$ cat config.mk
export PLATFORM = sky130hd
export DESIGN_NAME = wrapTimer
export DESIGN_NICKNAME = d
export VERILOG_FILES = /design/src/rtl/wrapTimerPkg.sv /design/src/rtl/wrapTimerCtrl.sv /design/src/rtl/wrapTimerDp.sv /design/src/rtl/wrapTimer.sv
export SDC_FILE = /design/constraint.sdc
export NUM_CORES = 1
export LEC_CHECK = 0
export BUFFER_PORTS_ARGS = -buffer_cell sky130_fd_sc_hd__buf_4
export CAP_MARGIN = 20
export CORE_UTILIZATION = 61
export CTS_BUF_LIST = sky130_fd_sc_hd__clkbuf_4 sky130_fd_sc_hd__clkbuf_8
export CTS_CLUSTER_SIZE = 12
export DETAILED_ROUTE_END_ITERATION = 16
export PLACE_DENSITY = 0.88
export SYNTH_ARGS = -nofsm -noshare
export SYNTH_HDL_FRONTEND = slang
export SYNTH_SLANG_ARGS = --single-unit
$ cat constraint.sdc
create_clock -name clk -period 1.75 [get_ports clk]
set_input_delay 0.0875 -clock clk [delete_from_list [all_inputs] [get_ports clk]]
set_output_delay 0.0875 -clock clk [all_outputs]
set_load 0.01 [all_outputs]
$ cat src/rtl/wrapTimerPkg.sv
package wrapTimerPkg;
  localparam int ADDR_W = 3;

  typedef enum logic [ADDR_W-1:0] {
    SEL_CTRL  = 3'd0,
    SEL_CNTHI = 3'd1,
    SEL_CNTLO = 3'd2,
    SEL_MODHI = 3'd3,
    SEL_MODLO = 3'd4
  } regSel_e;

  localparam int FLAG_BIT = 7;
  localparam int IE_BIT   = 6;
  localparam int CLR_BIT  = 5;

  typedef struct packed {
    logic rdHi;
    logic rdLo;
    logic wrModHi;
    logic wrModLo;
    logic wrCtrl;
    logic cntClr;
    logic flagClr;
    logic ieVal;
  } strobe_t;
endpackage

$ cat src/rtl/wrapTimerCtrl.sv
module wrapTimerCtrl
  import wrapTimerPkg::*;
#(
  parameter int DATA_W = 8
) (
  input  logic [ADDR_W-1:0] busAddr,
  input  logic              rdEn,
  input  logic              wrEn,
  input  logic [DATA_W-1:0] wrData,
  output strobe_t           strb,
  output regSel_e           rdSel
);
  logic isCtrl;

  always_comb begin
    rdSel        = regSel_e'(busAddr);
    isCtrl       = busAddr == SEL_CTRL;
    strb.rdHi    = rdEn && busAddr == SEL_CNTHI;
    strb.rdLo    = rdEn && busAddr == SEL_CNTLO;
    strb.wrModHi = wrEn && busAddr == SEL_MODHI;
    strb.wrModLo = wrEn && busAddr == SEL_MODLO;
    strb.wrCtrl  = wrEn && isCtrl;
    strb.cntClr  = wrEn && isCtrl && wrData[CLR_BIT];
    strb.flagClr = wrEn && isCtrl && !wrData[FLAG_BIT];
    strb.ieVal   = wrData[IE_BIT];
  end
endmodule

$ cat src/rtl/wrapTimerDp.sv
module wrapTimerDp
  import wrapTimerPkg::*;
#(
  parameter int DATA_W = 8
) (
  input  logic              clk,
  input  logic              rstN,
  input  logic              tickEn,
  input  strobe_t           strb,
  input  regSel_e           rdSel,
  input  logic [DATA_W-1:0] wrData,
  output logic [DATA_W-1:0] rdData,
  output logic              ovfFlag,
  output logic              ovfIrq
);
  localparam int CNT_W = 2 * DATA_W;

  logic [CNT_W-1:0]  count;
  logic [CNT_W-1:0]  modVal;
  logic [DATA_W-1:0] stage;
  logic [DATA_W-1:0] snap;
  logic              latched;
  logic              flag;
  logic              intEn;
  logic              inhibit;
  logic              hit;
  logic              wrapEv;

  assign hit    = count == modVal;
  assign wrapEv = tickEn && !strb.cntClr && hit;

  always_ff @(posedge clk) begin
    if (!rstN) begin
      count   <= '0;
      modVal  <= '1;
      stage   <= '1;
      snap    <= '0;
      latched <= 1'b0;
      flag    <= 1'b0;
      intEn   <= 1'b0;
      inhibit <= 1'b0;
    end else begin
      if (strb.cntClr)  count <= '0;
      else if (tickEn)  count <= hit ? '0 : count + 1'b1;

      if (wrapEv && !inhibit) flag <= 1'b1;
      else if (strb.flagClr)  flag <= 1'b0;

      if (strb.wrCtrl) intEn <= strb.ieVal;

      if (strb.rdHi && !latched) begin
        snap    <= count[DATA_W-1:0];
        latched <= 1'b1;
      end else if (strb.rdLo) begin
        latched <= 1'b0;
      end

      if (strb.wrModHi) begin
        stage   <= wrData;
        inhibit <= 1'b1;
      end else if (strb.wrModLo) begin
        modVal  <= {stage, wrData};
        inhibit <= 1'b0;
      end
    end
  end

  always_comb begin
    unique case (rdSel)
      SEL_CTRL:  rdData = DATA_W'({flag, intEn} << (DATA_W - 2));
      SEL_CNTHI: rdData = count[CNT_W-1:DATA_W];
      SEL_CNTLO: rdData = latched ? snap : count[DATA_W-1:0];
      SEL_MODHI: rdData = stage;
      SEL_MODLO: rdData = modVal[DATA_W-1:0];
      default:   rdData = '0;
    endcase
  end

  assign ovfFlag = flag;
  assign ovfIrq  = flag && intEn && !inhibit;

  AST_SNAP_FROZEN: assert property (@(posedge clk) disable iff (!rstN)
    (latched && !strb.rdLo) |=> $stable(snap));
  AST_WRAP_ZERO: assert property (@(posedge clk) disable iff (!rstN)
    wrapEv |=> (count == '0));
  AST_NO_FLAG_INHIBITED: assert property (@(posedge clk) disable iff (!rstN)
    (inhibit && !flag) |=> !flag);
  AST_CLR_ZERO: assert property (@(posedge clk) disable iff (!rstN)
    strb.cntClr |=> (count == '0));
  AST_HOLD_NO_TICK: assert property (@(posedge clk) disable iff (!rstN)
    (!tickEn && !strb.cntClr) |=> $stable(count));
  AST_STEP_ONE: assert property (@(posedge clk) disable iff (!rstN)
    (tickEn && !strb.cntClr && !hit) |=> (count == $past(count) + 1'b1));
  AST_FLAG_STICKY: assert property (@(posedge clk) disable iff (!rstN)
    (flag && !strb.flagClr) |=> flag);
endmodule

$ cat src/rtl/wrapTimer.sv
module wrapTimer
  import wrapTimerPkg::*;
#(
  parameter int DATA_W = 8
) (
  input  logic              clk,
  input  logic              rstN,
  input  logic              tickEn,
  input  logic [ADDR_W-1:0] busAddr,
  input  logic              rdEn,
  input  logic              wrEn,
  input  logic [DATA_W-1:0] wrData,
  output logic [DATA_W-1:0] rdData,
  output logic              ovfFlag,
  output logic              ovfIrq
);
  strobe_t strb;
  regSel_e rdSel;

  wrapTimerCtrl #(.DATA_W(DATA_W)) ctrl (
    .busAddr(busAddr), .rdEn(rdEn), .wrEn(wrEn), .wrData(wrData),
    .strb(strb), .rdSel(rdSel)
  );

  wrapTimerDp #(.DATA_W(DATA_W)) dp (
    .clk(clk), .rstN(rstN), .tickEn(tickEn), .strb(strb), .rdSel(rdSel),
    .wrData(wrData), .rdData(rdData), .ovfFlag(ovfFlag), .ovfIrq(ovfIrq)
  );
endmodule

==> flow_summary.yaml <==
sta:
  setup_viol_count_final: 0
  drv_slew: 0
  post-route-min-period_ps: 1630
  fin_hold_ws_ps: -1.07
  maxClockFrequency_mhz: 613
  tns_ps: 0
  setup_clock_skew_after_layout_ps: 13.9
  final.period_utilization_pct: 93.3
  hold_viol: 1
  worst_slew_pin_slew_ps: 349
  worst_slew_margin_relative_to_its_limit_pct: 76.5
  rsz0062_at_grt: "false"
power_and_ir_drop:
  leakagePower_nw: 1.25
  intPower_mw: 1.63
  share_clk_of_total_power_pct: 32.8
  power_switching_uw: 611
  reg_power_share_pct: 55.3
  comb_power_share_pct: 11.9
  pwr_per_cell_area_mw_per_mm2: 714
  power.total_mw: 2.24
  vdd_drop_max_uv: 583
  power.switching_fraction_pct: 27.2
detailed_routing:
  drt_drc_violations_left: 0
  drt_iter0_markers: 247
  drt_wl_total_um: 6900
  wire_per_inst_um: 17.6
  routed_via_density: 6.10
  final_antenna_net_count: 0
  vias: 2392
  detail_route.first_pass.iterations: 4
floorplan:
  rows: 23
  die_height_um: 68.9
  die_x_um: 68.9
  die_area_sq_mm: 0.00475
  io_pins: 26
  core-area_sq_mm: 0.00414
  start_util_pct: 65.9
clocking:
  cts.clk_slew.worst_paths_ps: 110
  clock-sinks: 52
  numCtsBuffers: 5
  cts_root_buf: "clkbuf_8"
  max-clock-path-buffers: 2
  cts_htree_levels: 2
  clock_tree_from_tritoncts: "built"
  worstSkewPairLatency_ps: 320
  cts_setup_buffers: 0
critical_path:
  worstSetupPathType: "reg2reg"
  worst_setup_path_start_kind: "register"
  ff2ff_path_depth: 4
  cp_data_required_time_ps: 1990
  critical_path.endpoint_type: "register"
  crit_path_max_fanout: 10
  timing.critical_path.arrival_ps: 1870
yosys:
  synth_async_sr_flop_share_pct: 0
  synth_flop_cell: "dfxtp_1"
  avgSynthCellArea_sq_um: 8.79
  synthesis.area_sq_mm: 0.00273
  synthDistinctLibCells: 39
  yosysWarnings: 0
  synth.ff_latch_count: 52
  synth_enable_flop_cells: 0
  postSynthCellCount: 311
  sequential_fraction_of_the_synthesis_area_pct: 38.1
  synth_fp_nets: 328
outcome:
  violations: "negative hold slack"
  status: "finished, violations left"
layout:
  ff_latch_area_sq_mm: 0.00105
  fin_area_sq_mm: 0.00314
  n_antenna_cell: 0
  area_growth_pct: 15.0
  final_core_util_pct: 75.8
  final_net_count: 358
  layout-drive-gt1-share_pct: 18.4
  multi_input_comb_area_sq_mm: 0.00152
  final.fill_count: 288
global_route:
  grt-ovfl-total: 0
  first_global_vias: 2216
  groute.usage.overall_pct: 32.2
  largest_net_degree_at_the_start_of_global_routing: 38
  grt_first_pass_wirelength_um: 11000
  grt_antenna_before_repair: 0
hold_path:
  worstHoldPathType: "in2reg"
  holdPathStages: 3
job:
  max_cap_violations: 0
place:
  detailed_place_hpwl_um: 4980
  placement_stage_cell_area_sq_mm: 0.00298
  globalplace.congestion: 0.938
  port_buffers: 25
-- Yosys cell counts, drive strengths merged (4+ instances only) --
cell type | count | area share (%)
nand2 | 59 | 8.1
dfxtp | 52 | 38
nand3 | 29 | 5.3
mux2i | 24 | 8.8
xnor2 | 24 | 7.7
buf | 18 | 4.3
a211oi | 16 | 4.4
nor2b | 11 | 2.5
clkbuf | 10 | 1.5
nand4 | 8 | 2.1
nor4 | 8 | 2.9
xor2 | 7 | 2.2
inv | 5 | 0.69
nor2 | 5 | 0.69
a21oi | 4 | 0.73
nor3 | 4 | 0.73
o211ai | 4 | 1.1
o221ai | 4 | 1.3
-- cell usage in the layout, fill, tap and decap left out, types with 2 or more instances in the layout --
cell	Yosys	final
o221ai_1	4	4
a211oi_1	16	16
nand3_1	29	29
dfxtp_1	52	50
nor3_1	4	4
dlygate4sd3_1	0	6
mux2i_1	24	24
inv_1	5	5
clkbuf_8	0	5
nor4_1	6	6
a21oi_1	4	4
xor2_1	7	7
o2bb2ai_1	2	2
nor4_4	2	2
nand4_1	7	7
o211ai_1	4	4
nand2_1	59	59
buf_4	4	45
a221o_1	2	2
xnor2_1	24	24
nor2b_1	11	11
and3b_1	2	2
nor2_1	5	5
-- critical path: stages (launching register included) --
cell and delay, ps:
dfxtp_1 530, nand4_2 300, nor4_1 430, xnor2_1 110
a211oi_1 180
-- flip-flops by register name (all words and copies together) (netlist names) --
name / flops
dp.count: 16
dp.modVal: 16
dp.snap: 8
dp.stage: 8
dp.inhibit: 1
dp.intEn: 1
dp.latched: 1
dp.ovfFlag: 1
-- timing repair --
action | in CTS | in global routing
gates resized for setup | 1 | 2
endpoints found under the hold margin | 10 | 0
hold buffers | 6 | 0
endpoints found under the setup margin | 2 | 2
-- layout make-up --
cell class / instances / share of cell area [%]
multi-input combinational: 226 / 48.4
clock inverter: 3 / 0.876
clock buffer: 5 / 2.19
timing repair buffer: 51 / 12.7
tap: 50 / 1.99
inverter: 5 / 0.597
sequential: 52 / 33.3
-- stage by stage --
stage	cells	worst slack, ps
finish	392	118
global route	392	18.0
CTS	392	62.8
detailed placement	378	182
floorplan	311	197
global placement	378	229
-- power groups by stage --
| stage | clock network (mW) | registers (mW) | logic [mW] |
|---|---|---|---|
| floorplan | 0 | 1.25 | 0.173 |
| global placement | 0 | 1.27 | 0.244 |
| detailed placement | 0 | 1.27 | 0.249 |
| CTS | 0.731 | 1.24 | 0.263 |
| global route | 0.774 | 1.24 | 0.290 |
| finish | 0.736 | 1.24 | 0.266 |
-- cells by family after synthesis --
family	count (synthesis)	synth area share (%)
multiplexers	24	8.79
AO/OA/AOI/OAI	36	10.3
XOR/XNOR	31	9.94
adder cells (fa/ha/maj)	1	0.458
buffers and inverters	33	6.50
AND/OR/NAND/NOR	134	26.0
flip-flops	52	38.1
-- worst paths after layout --
| path | slack (ps) | endpoint | start |
|---|---|---|---|
| worst max-delay path | 120 | dp.count[12] | dp.count[3] |
| worst min-delay path | -1 | dp.modVal[7] | wrData[7] |
| worst max register to register | 120 | dp.count[12] | dp.count[3] |
| worst min register to register | 500 | dp.modVal[15] | dp.modVal[15] |
-- layer usage --
metal	part of all wire (%)	up-vias	GRT usage (%)
met5	0	-	0
met4	2.2	0	13.0
met3	5.5	14	5.26
met2	47	90	53.4
met1	45	1147	41.3
li1	-	1141	-
Note: power is estimated with default switching activity, not from simulation.
